**src/rtl/adl_pkg.sv**
```systemverilog
package adl_pkg;
  typedef enum logic [1:0] {
    PH_IDLE  = 2'd0,
    PH_READ  = 2'd1,
    PH_WRITE = 2'd2
  } adl_phase_e;
endpackage

```
**src/rtl/adl_ptr_ctr.sv**
```systemverilog
module adl_ptr_ctr #(
  parameter int ADDR_W = 8
) (
  input  logic              clk,
  input  logic              rst_n,
  input  logic              ld,
  input  logic [ADDR_W-1:0] ld_val,
  input  logic              inc,
  output logic [ADDR_W-1:0] ptr
);
  logic [ADDR_W-1:0] ptr_d;

  always_comb begin
    ptr_d = ptr;
    if (ld)       ptr_d = ld_val;
    else if (inc) ptr_d = ptr + ADDR_W'(1);
  end

  always_ff @(posedge clk or negedge rst_n) begin
    if (!rst_n)         ptr <= '0;
    else if (ld || inc) ptr <= ptr_d;
  end
endmodule

```
**src/rtl/adl_spram.sv**
```systemverilog
module adl_spram #(
  parameter int DATA_W = 16,
  parameter int ADDR_W = 8
) (
  input  logic              clk,
  input  logic [ADDR_W-1:0] addr,
  input  logic              re,
  input  logic              we,
  input  logic [DATA_W-1:0] wdata,
  output logic [DATA_W-1:0] rdata
);
  localparam int DEPTH = 1 << ADDR_W;
  logic [DATA_W-1:0] mem [DEPTH];

  always_ff @(posedge clk) begin
    if (we) mem[addr] <= wdata;
    if (re) rdata     <= mem[addr];
  end
endmodule

```
**src/rtl/adl_seq.sv**
```systemverilog
module adl_seq
  import adl_pkg::*;
(
  input  logic clk,
  input  logic rst_n,
  input  logic stb,
  output logic accept,
  output logic rd_en,
  output logic wr_en,
  output logic overrun
);
  adl_phase_e phase_q, phase_d;
  logic       ovr_d;

  assign accept = stb && (phase_q == PH_IDLE);
  assign rd_en  = (phase_q == PH_READ);
  assign wr_en  = (phase_q == PH_WRITE);

  always_comb begin
    phase_d = phase_q;
    ovr_d   = overrun;
    unique case (phase_q)
      PH_IDLE:  if (stb) phase_d = PH_READ;
      PH_READ:  phase_d = PH_WRITE;
      PH_WRITE: phase_d = PH_IDLE;
      default:  phase_d = PH_IDLE;
    endcase
    if (stb && (phase_q != PH_IDLE)) ovr_d = 1'b1;
  end

  always_ff @(posedge clk or negedge rst_n) begin
    if (!rst_n) begin
      phase_q <= PH_IDLE;
      overrun <= 1'b0;
    end else begin
      phase_q <= phase_d;
      overrun <= ovr_d;
    end
  end
endmodule

```
**src/rtl/audio_delay_line.sv**
```systemverilog
module audio_delay_line #(
  parameter int DATA_W = 16,
  parameter int ADDR_W = 8
) (
  input  logic              clk,
  input  logic              rst_n,
  input  logic              smp_stb,
  input  logic [DATA_W-1:0] smp_in,
  input  logic [ADDR_W-1:0] delay_len,
  output logic [DATA_W-1:0] smp_out,
  output logic              overrun
);
  localparam logic [ADDR_W-1:0] FILL_MAX = '1;

  logic              accept, rd_en, wr_en;
  logic [DATA_W-1:0] sample_q, ram_q, out_d;
  logic [ADDR_W-1:0] delay_q, rd_ptr, wr_ptr, ram_addr, fill_q, fill_d;
  logic              reload;

  adl_seq u_seq (
    .clk     (clk),
    .rst_n   (rst_n),
    .stb     (smp_stb),
    .accept  (accept),
    .rd_en   (rd_en),
    .wr_en   (wr_en),
    .overrun (overrun)
  );

  // reload the read counter only when the requested lead differs
  assign reload = accept && (delay_len != delay_q);

  adl_ptr_ctr #(.ADDR_W(ADDR_W)) u_wr_ctr (
    .clk    (clk),
    .rst_n  (rst_n),
    .ld     (1'b0),
    .ld_val ('0),
    .inc    (wr_en),
    .ptr    (wr_ptr)
  );

  adl_ptr_ctr #(.ADDR_W(ADDR_W)) u_rd_ctr (
    .clk    (clk),
    .rst_n  (rst_n),
    .ld     (reload),
    .ld_val (wr_ptr - delay_len),
    .inc    (wr_en),
    .ptr    (rd_ptr)
  );

  assign ram_addr = wr_en ? wr_ptr : rd_ptr;

  adl_spram #(.DATA_W(DATA_W), .ADDR_W(ADDR_W)) u_ram (
    .clk   (clk),
    .addr  (ram_addr),
    .re    (rd_en),
    .we    (wr_en),
    .wdata (sample_q),
    .rdata (ram_q)
  );

  always_comb begin
    fill_d = (fill_q == FILL_MAX) ? fill_q : fill_q + ADDR_W'(1);
    if (delay_q == '0)           out_d = sample_q;
    else if (fill_q >= delay_q)  out_d = ram_q;
    else                         out_d = '0;
  end

  always_ff @(posedge clk or negedge rst_n) begin
    if (!rst_n) begin
      sample_q <= '0;
      delay_q  <= '0;
    end else if (accept) begin
      sample_q <= smp_in;
      delay_q  <= delay_len;
    end
  end

  always_ff @(posedge clk or negedge rst_n) begin
    if (!rst_n) begin
      fill_q  <= '0;
      smp_out <= '0;
    end else if (wr_en) begin
      fill_q  <= fill_d;
      smp_out <= out_d;
    end
  end
endmodule

```
**config.mk**
```make
export PLATFORM = sky130hd
export DESIGN_NAME = audio_delay_line
export DESIGN_NICKNAME = d
export VERILOG_FILES = /design/src/rtl/adl_pkg.sv /design/src/rtl/adl_ptr_ctr.sv /design/src/rtl/adl_spram.sv /design/src/rtl/adl_seq.sv /design/src/rtl/audio_delay_line.sv
export SDC_FILE = /design/constraint.sdc
export NUM_CORES = 2
export LEC_CHECK = 0
export BUFFER_PORTS_ARGS = -buffer_cell sky130_fd_sc_hd__buf_4
export CAP_MARGIN = 20
export CORE_MARGIN = 10
export CORE_UTILIZATION = 56
export CTS_BUF_LIST = sky130_fd_sc_hd__clkbuf_4 sky130_fd_sc_hd__clkbuf_8 sky130_fd_sc_hd__clkbuf_16
export DETAILED_ROUTE_END_ITERATION = 8
export MAX_ROUTING_LAYER = met4
export PLACE_DENSITY = 0.79
export SLEW_MARGIN = 20
export SYNTH_ARGS = -nofsm -noshare
export SYNTH_HDL_FRONTEND = slang
export SYNTH_HIERARCHICAL = 1
export SYNTH_SLANG_ARGS = --single-unit
```
**constraint.sdc**
```tcl
create_clock -name clk -period 4 [get_ports clk]
set_clock_uncertainty 0.2 [all_clocks]
set_input_delay 0.8 -clock clk [delete_from_list [all_inputs] [get_ports clk]]
set_output_delay 0.8 -clock clk [all_outputs]
set_load 0.02 [all_outputs]
```
**Yosys cells after proc, flatten, opt, wreduce, memory -nomap -nowiden**

Memories as Yosys holds them, arrays and structs flattened. A register that Yosys moved wholly into a read port is not among the register bits.
Index checks and enable logic that the tools add are counted.

- Register bits: 67
- Bits in writable memories: 4096
- Bits of input ports: 27
- Output and inout bits: 17
- Logic and storage cells: 39
- Memories kept: 1

Memory list:

| memory | depth | bits a word | read ports | clocked after memory_dff | wr ports | line | RTL |
|---|---|---|---|---|---|---|---|
| u_ram.mem | 256 | 16 | 1 | 1 | 1 | adl_spram.sv:13 | `logic [DATA_W-1:0] mem [DEPTH];` |

- $add $sub $neg: 4
- $lt $le $gt $ge: 1
- Equal/unequal tests: 5
- Multiplexer cells: 9
- Bitwise operators: 1
- Reduce and logical (&&, ||, !) cells: 10

Operators by type and width:

| operator | count |
|---|---|
| $mux W16 | 2 |
| $add A8 B1 Y8 const B | 3 |
| $mux W8 | 3 |
| $eq A8 B8 Y1 const B | 1 |
| $ge A8 B8 Y1 | 1 |
| $logic_not A8 Y1 | 1 |
| $ne A8 B8 Y1 | 1 |
| $sub A8 B8 Y8 | 1 |
| $pmux W2 S2 | 1 |
| $reduce_and A2 Y1 | 2 |
| $reduce_bool A2 Y1 | 2 |
| $logic_and A1 B1 Y1 | 3 |
| $eq A2 B1 Y1 const B | 1 |
| $eq A2 B2 Y1 const B | 1 |
| $logic_not A2 Y1 | 1 |
| $mux W1 | 2 |
| $mux W2 | 1 |
| $ne A2 B2 Y1 const B | 1 |
| $logic_or A1 B1 Y1 | 1 |
| $not A1 Y1 | 1 |

**Longest topological paths before layout**

- Word-level depth: 5
- Gate-level depth with buffers: 13

**By module**

The synthesis kept the hierarchy.

Modules (own cells, without submodules):

| module | instances | cells an instance | area each (µm²) | sequential area each (µm²) |
|---|---|---|---|---|
| adl_spram | 1 | 6727 | 155559.2 | 123478.4 |
| audio_delay_line | 1 | 268 | 2860.2 | 1201.2 |
| adl_ptr_ctr | 2 | 49 | 450.4 | 200.2 |
| adl_seq | 1 | 10 | 120.1 | 75.1 |

**Worst setup path before layout**

Ideal clock, no wire load.

- Path kind: reg-to-reg
- Start point: register u_seq.phase_q[1]
- End point: memory u_ram.mem[145][0] (enable)
- Arrival: 3634 ps
- Required time: 3391 ps
- Path slack: -243 ps
- Stages on the path, launching flop included: 11
- Path buffers: 6
- Cell sequence: dfrtp_1 nor2b_1 buf_6 mux2_1 clkbuf_1 buf_2 clkbuf_1 buf_2 nand2b_1 clkbuf_1 nor3_1

- Elaborated cells between the ends (all ways): 4

RTL lines:

| what | line | RTL |
|---|---|---|
| from (decl) | adl_seq.sv:12 | `adl_phase_e phase_q, phase_d;` |
| from (signal assigned) | adl_seq.sv:36 | `phase_q <= phase_d;` |
| $eq A2 B2 Y1 | adl_seq.sv:17 | `assign wr_en = (phase_q == PH_WRITE);` |
| via wr_en | audio_delay_line.sv:15 | `logic accept, rd_en, wr_en;` |
| $mux W8 | audio_delay_line.sv:51 | `assign ram_addr = wr_en ? wr_ptr : rd_ptr;` |
| via ram_addr[1] | audio_delay_line.sv:17 | `logic [ADDR_W-1:0] delay_q, rd_ptr, wr_ptr, ram_addr, fill_q, fill_d;` |
| to (decl) | adl_spram.sv:13 |  |

The timed path passes the listed nets, and every way through them passes these cells.

**Worst setup path in the final report**

- Start point: register u_seq.phase_q[0]
- End point: register u_ram.rdata[11], read port of u_ram.mem, data pin

- Longest elaborated chain between the ends: 2
- Elaborated cells between the ends (all ways): 3

Ends and longest elaborated chain:

| what | line | RTL |
|---|---|---|
| $eq A2 B2 Y1 | adl_seq.sv:17 |  |
| via wr_en | audio_delay_line.sv:15 |  |
| $mux W8 | audio_delay_line.sv:51 |  |
| via ram_addr[1] | audio_delay_line.sv:17 |  |
| to (decl) | adl_spram.sv:10 | `output logic [DATA_W-1:0] rdata` |

The timed path passes the listed nets, and every way through them passes these cells.
A chain may end at the register's enable or synchronous reset.

==> impl_metrics.toml <==
[routing]
routed-via-count = 88052
wl_mm = 494
drt_iter0_drc = 17695
drtAntennaViolNets = 0
dr.pass1.iters = 9
viasPerCell = 7.32
wl_per_cell_um = 41.1
drc_errors = 0

[floorplan]
die_w_um = 554
coreArea_mm2 = 0.283
num_rows = 195
ioPinCount = 44
start_util_pct = 56.4
dieArea_mm2 = 0.306
die_h_um = 554

[sta]
finalSetupViolCount = 273
rsz0062_at_grt = "yes"
tightest_slew_ns = 1.27
fmax_ghz = 0.229
maxSlewHeadroom_pct = 15.5
post-route-period-util_pct = 109
slew_violations = 0
tns_ns = -35.22
min_period_ns = 4.37
final_hold_viol_count = 0
layout_setup_ws_ns = -0.368

[finish]
final_cell_area_mm2 = 0.186
stdcell_count = 12025
multi_input_area_mm2 = 0.0338
nNetsFinal = 7974
final_common_cell = "edfxtp_1"
fillCellCount = 16245
area_delta_synth_final_pct = 16.4
regArea_mm2 = 0.125
drive_above_1_share_pct = 33.6
final_cell_mix = "4112 x edfxtp_1, 1024 x mux4_2, 667 x buf_4, 443 x a22oi_1, 408 x clkbuf_16"

[clock_network]
insertion_delay_ns = 0.98
cts_buffer_depth = 4
cts_made_buffers = 389
clock_sinks = 4179
cts_tree = "done"
h-tree-depth = 5
clk_pin_slew_ns = 0.11
cts-root-buf = "clkbuf_16"

[global_route]
antenna_found_initial = 29
track_usage_pct = 30.8
grt_pass1_wl_mm = 661
grt-ovfl-total = 0
grt_max_degree = 150
grt_pass1_vias = 85803

[hold_path]
hold_path.class = "reg -> reg"

[yosys]
netlist_area_mm2 = 0.159
yosysTopAreaCell = "edfxtp_1"
synth_flop_cell = "edfxtp_1"
synthCells = 7103
ys_seq_area_share_pct = 78.5
synthTopCellsByArea = "edfxtp_1 77%, mux4_2 14%, a22oi_1 2.4%, dfrtp_1 1.1%, a21oi_1 0.82%"
netlist.area_leader.share_pct = 77.4
ys_ff_latch = 4179
yosysUniqueCellTypes = 59
synth_edf_count = 4112
yosysWarningCount = 6
synth_area_per_cell_um2 = 22.4
async_flop_share_pct = 1.60

[critical_path]
crit_required_ns = 4.52
worstSetupEndpointType = "register"
crit_arrival_ns = 4.89
path_max_fanout = 14
start_kind = "register"
path_class = "reg -> reg"

[placement]
placed_area_mm2 = 0.170
gp_congestion = 0.912
port-buffer-count = 43
dp_cells = 11194
hpwl_mm = 249

[power]
power_density_mw_per_mm2 = 713
power_leakage_uw = 0.0584
total_power_uw = 132000
vdd_drop_max_mv = 0.597

[job]
max-cap-violations = 0

[outcome]
violations = "setup timing"
outcome = "complete, but fails checks"
## state kept, by name (all words and copies together) (netlist names)
name           count
u_rd_ctr/ptr       8
u_wr_ctr/ptr       8
fill_q             8
delay_q            8
u_seq/phase_q      2
u_ram/mem       4096
u_seq/overrun      1
smp_out           16
u_ram/rdata       16
sample_q          16
## cells in the mapped netlist, types with 2 or more instances
master,number
or2_2,2
a21o_1,2
inv_1,18
buf_1,55
dlygate4sd1_1,2
clkbuf_1,255
xor2_1,20
nand4_1,21
a22oi_1,512
o21ai_0,16
inv_2,2
nor3b_1,2
xnor2_1,10
a31oi_2,10
buf_2,78
a31oi_1,6
nor3_1,32
buf_6,27
a21oi_1,260
mux2_2,11
mux2_1,14
and2_1,4
o21ai_1,8
nand2_1,79
nor2_1,252
edfxtp_1,4112
nor4_1,2
buf_4,18
nor4_2,2
nand3_1,35
nand4_4,2
ha_1,18
nand2b_1,8
mux2i_1,2
mux4_2,1024
nor2b_1,16
or4_1,6
o41ai_1,64
nand3_2,10
dfrtp_1,67
## layer usage
metal	GRT usage [%]	part of all wire (%)	up-vias
li1	-	-	31999
met1	38.0	29	44100
met2	47.2	47	9638
met5	-	0	-
met3	7.72	15	2315
met4	17.3	8.4	0
## what timing repair did
item	CTS	global route
endpoints found under the setup margin	315	318
pin swaps	16	34
gates cloned	3	11
hold endpoints to repair	92	0
hold buffers	26	0
gates resized for setup	126	130
buffers inserted	10	34
## worst max-delay path, stage by stage, from the launching register on
cell and delay (ns):
dfrtp_1 0.42, nor2b_4 0.20, buf_4 0.15, mux2_8 0.37, buf_4 0.16, buf_16 0.19
buf_16 0.19, buf_4 0.17, buf_4 0.14, mux4_2 0.37, a22oi_1 0.43, a21oi_1 0.22
o41ai_4 0.63, buf_4 0.21, nand4_1 0.09
## logic make-up (layout without fill, tap and decap cells)
family / count (synthesis) / in the layout / synth area share (%)
simple gates: 477 / 477 / 1.36
fa+ha+maj: 19 / 19 / 0.154
compound gates: 889 / 889 / 3.84
flops: 4179 / 4179 / 78.5
mux: 1051 / 1051 / 14.7
xor+xnor: 30 / 30 / 0.165
buf+inv: 457 / 1585 / 1.33
other cells: 1 / 52 / 0.00235
## layout make-up
cell class | instances | share of cell area, %
sequential | 4179 | 67.5
clock inverter | 232 | 1.31
clock buffer | 470 | 5.65
inverter | 20 | 0.0405
antenna | 43 | 0.0580
timing repair buffer | 863 | 4.70
multi-input combinational | 2475 | 18.2
tap | 3743 | 2.52
## metrics by stage
step / util [%] / hold slack (ns) / worst slack, ns
final: 65.6 / 0.285 / -0.368
after global routing: 65.6 / 0.287 / -0.251
after CTS: 65.1 / 0.277 / -0.0854
after detailed placement: 60.1 / 0.262 / -0.831
after global placement: 60.0 / 0.256 / -1.53
after floorplan: - / 0.267 / -0.243
## power by group
part	leakage, uW	internal (uW)	switching, uW	total, uW
clock	0.00639	21600	17000	38600
sequential	0.0377	51600	1390	53000
combinational	0.0142	15800	24900	40800
total	0.0584	89100	43300	132000
## worst paths after layout
kind | from | endpoint | slack, ns | depth (start not counted)
setup / recovery | u_seq/phase_q[0] | u_ram/rdata[11] | -0.37 | 14
hold / removal | u_seq/overrun | u_seq/overrun | 0.28 | 1
setup reg to reg | u_seq/phase_q[0] | u_ram/rdata[11] | -0.37 | 14
hold reg to reg | u_seq/overrun | u_seq/overrun | 0.28 | 1
max in group asynchronous | rst_n | sample_q[1] | 2.57 | 2
min in group asynchronous | rst_n | smp_out[0] | 0.37 | 2
(Power assumes the default switching activity.)
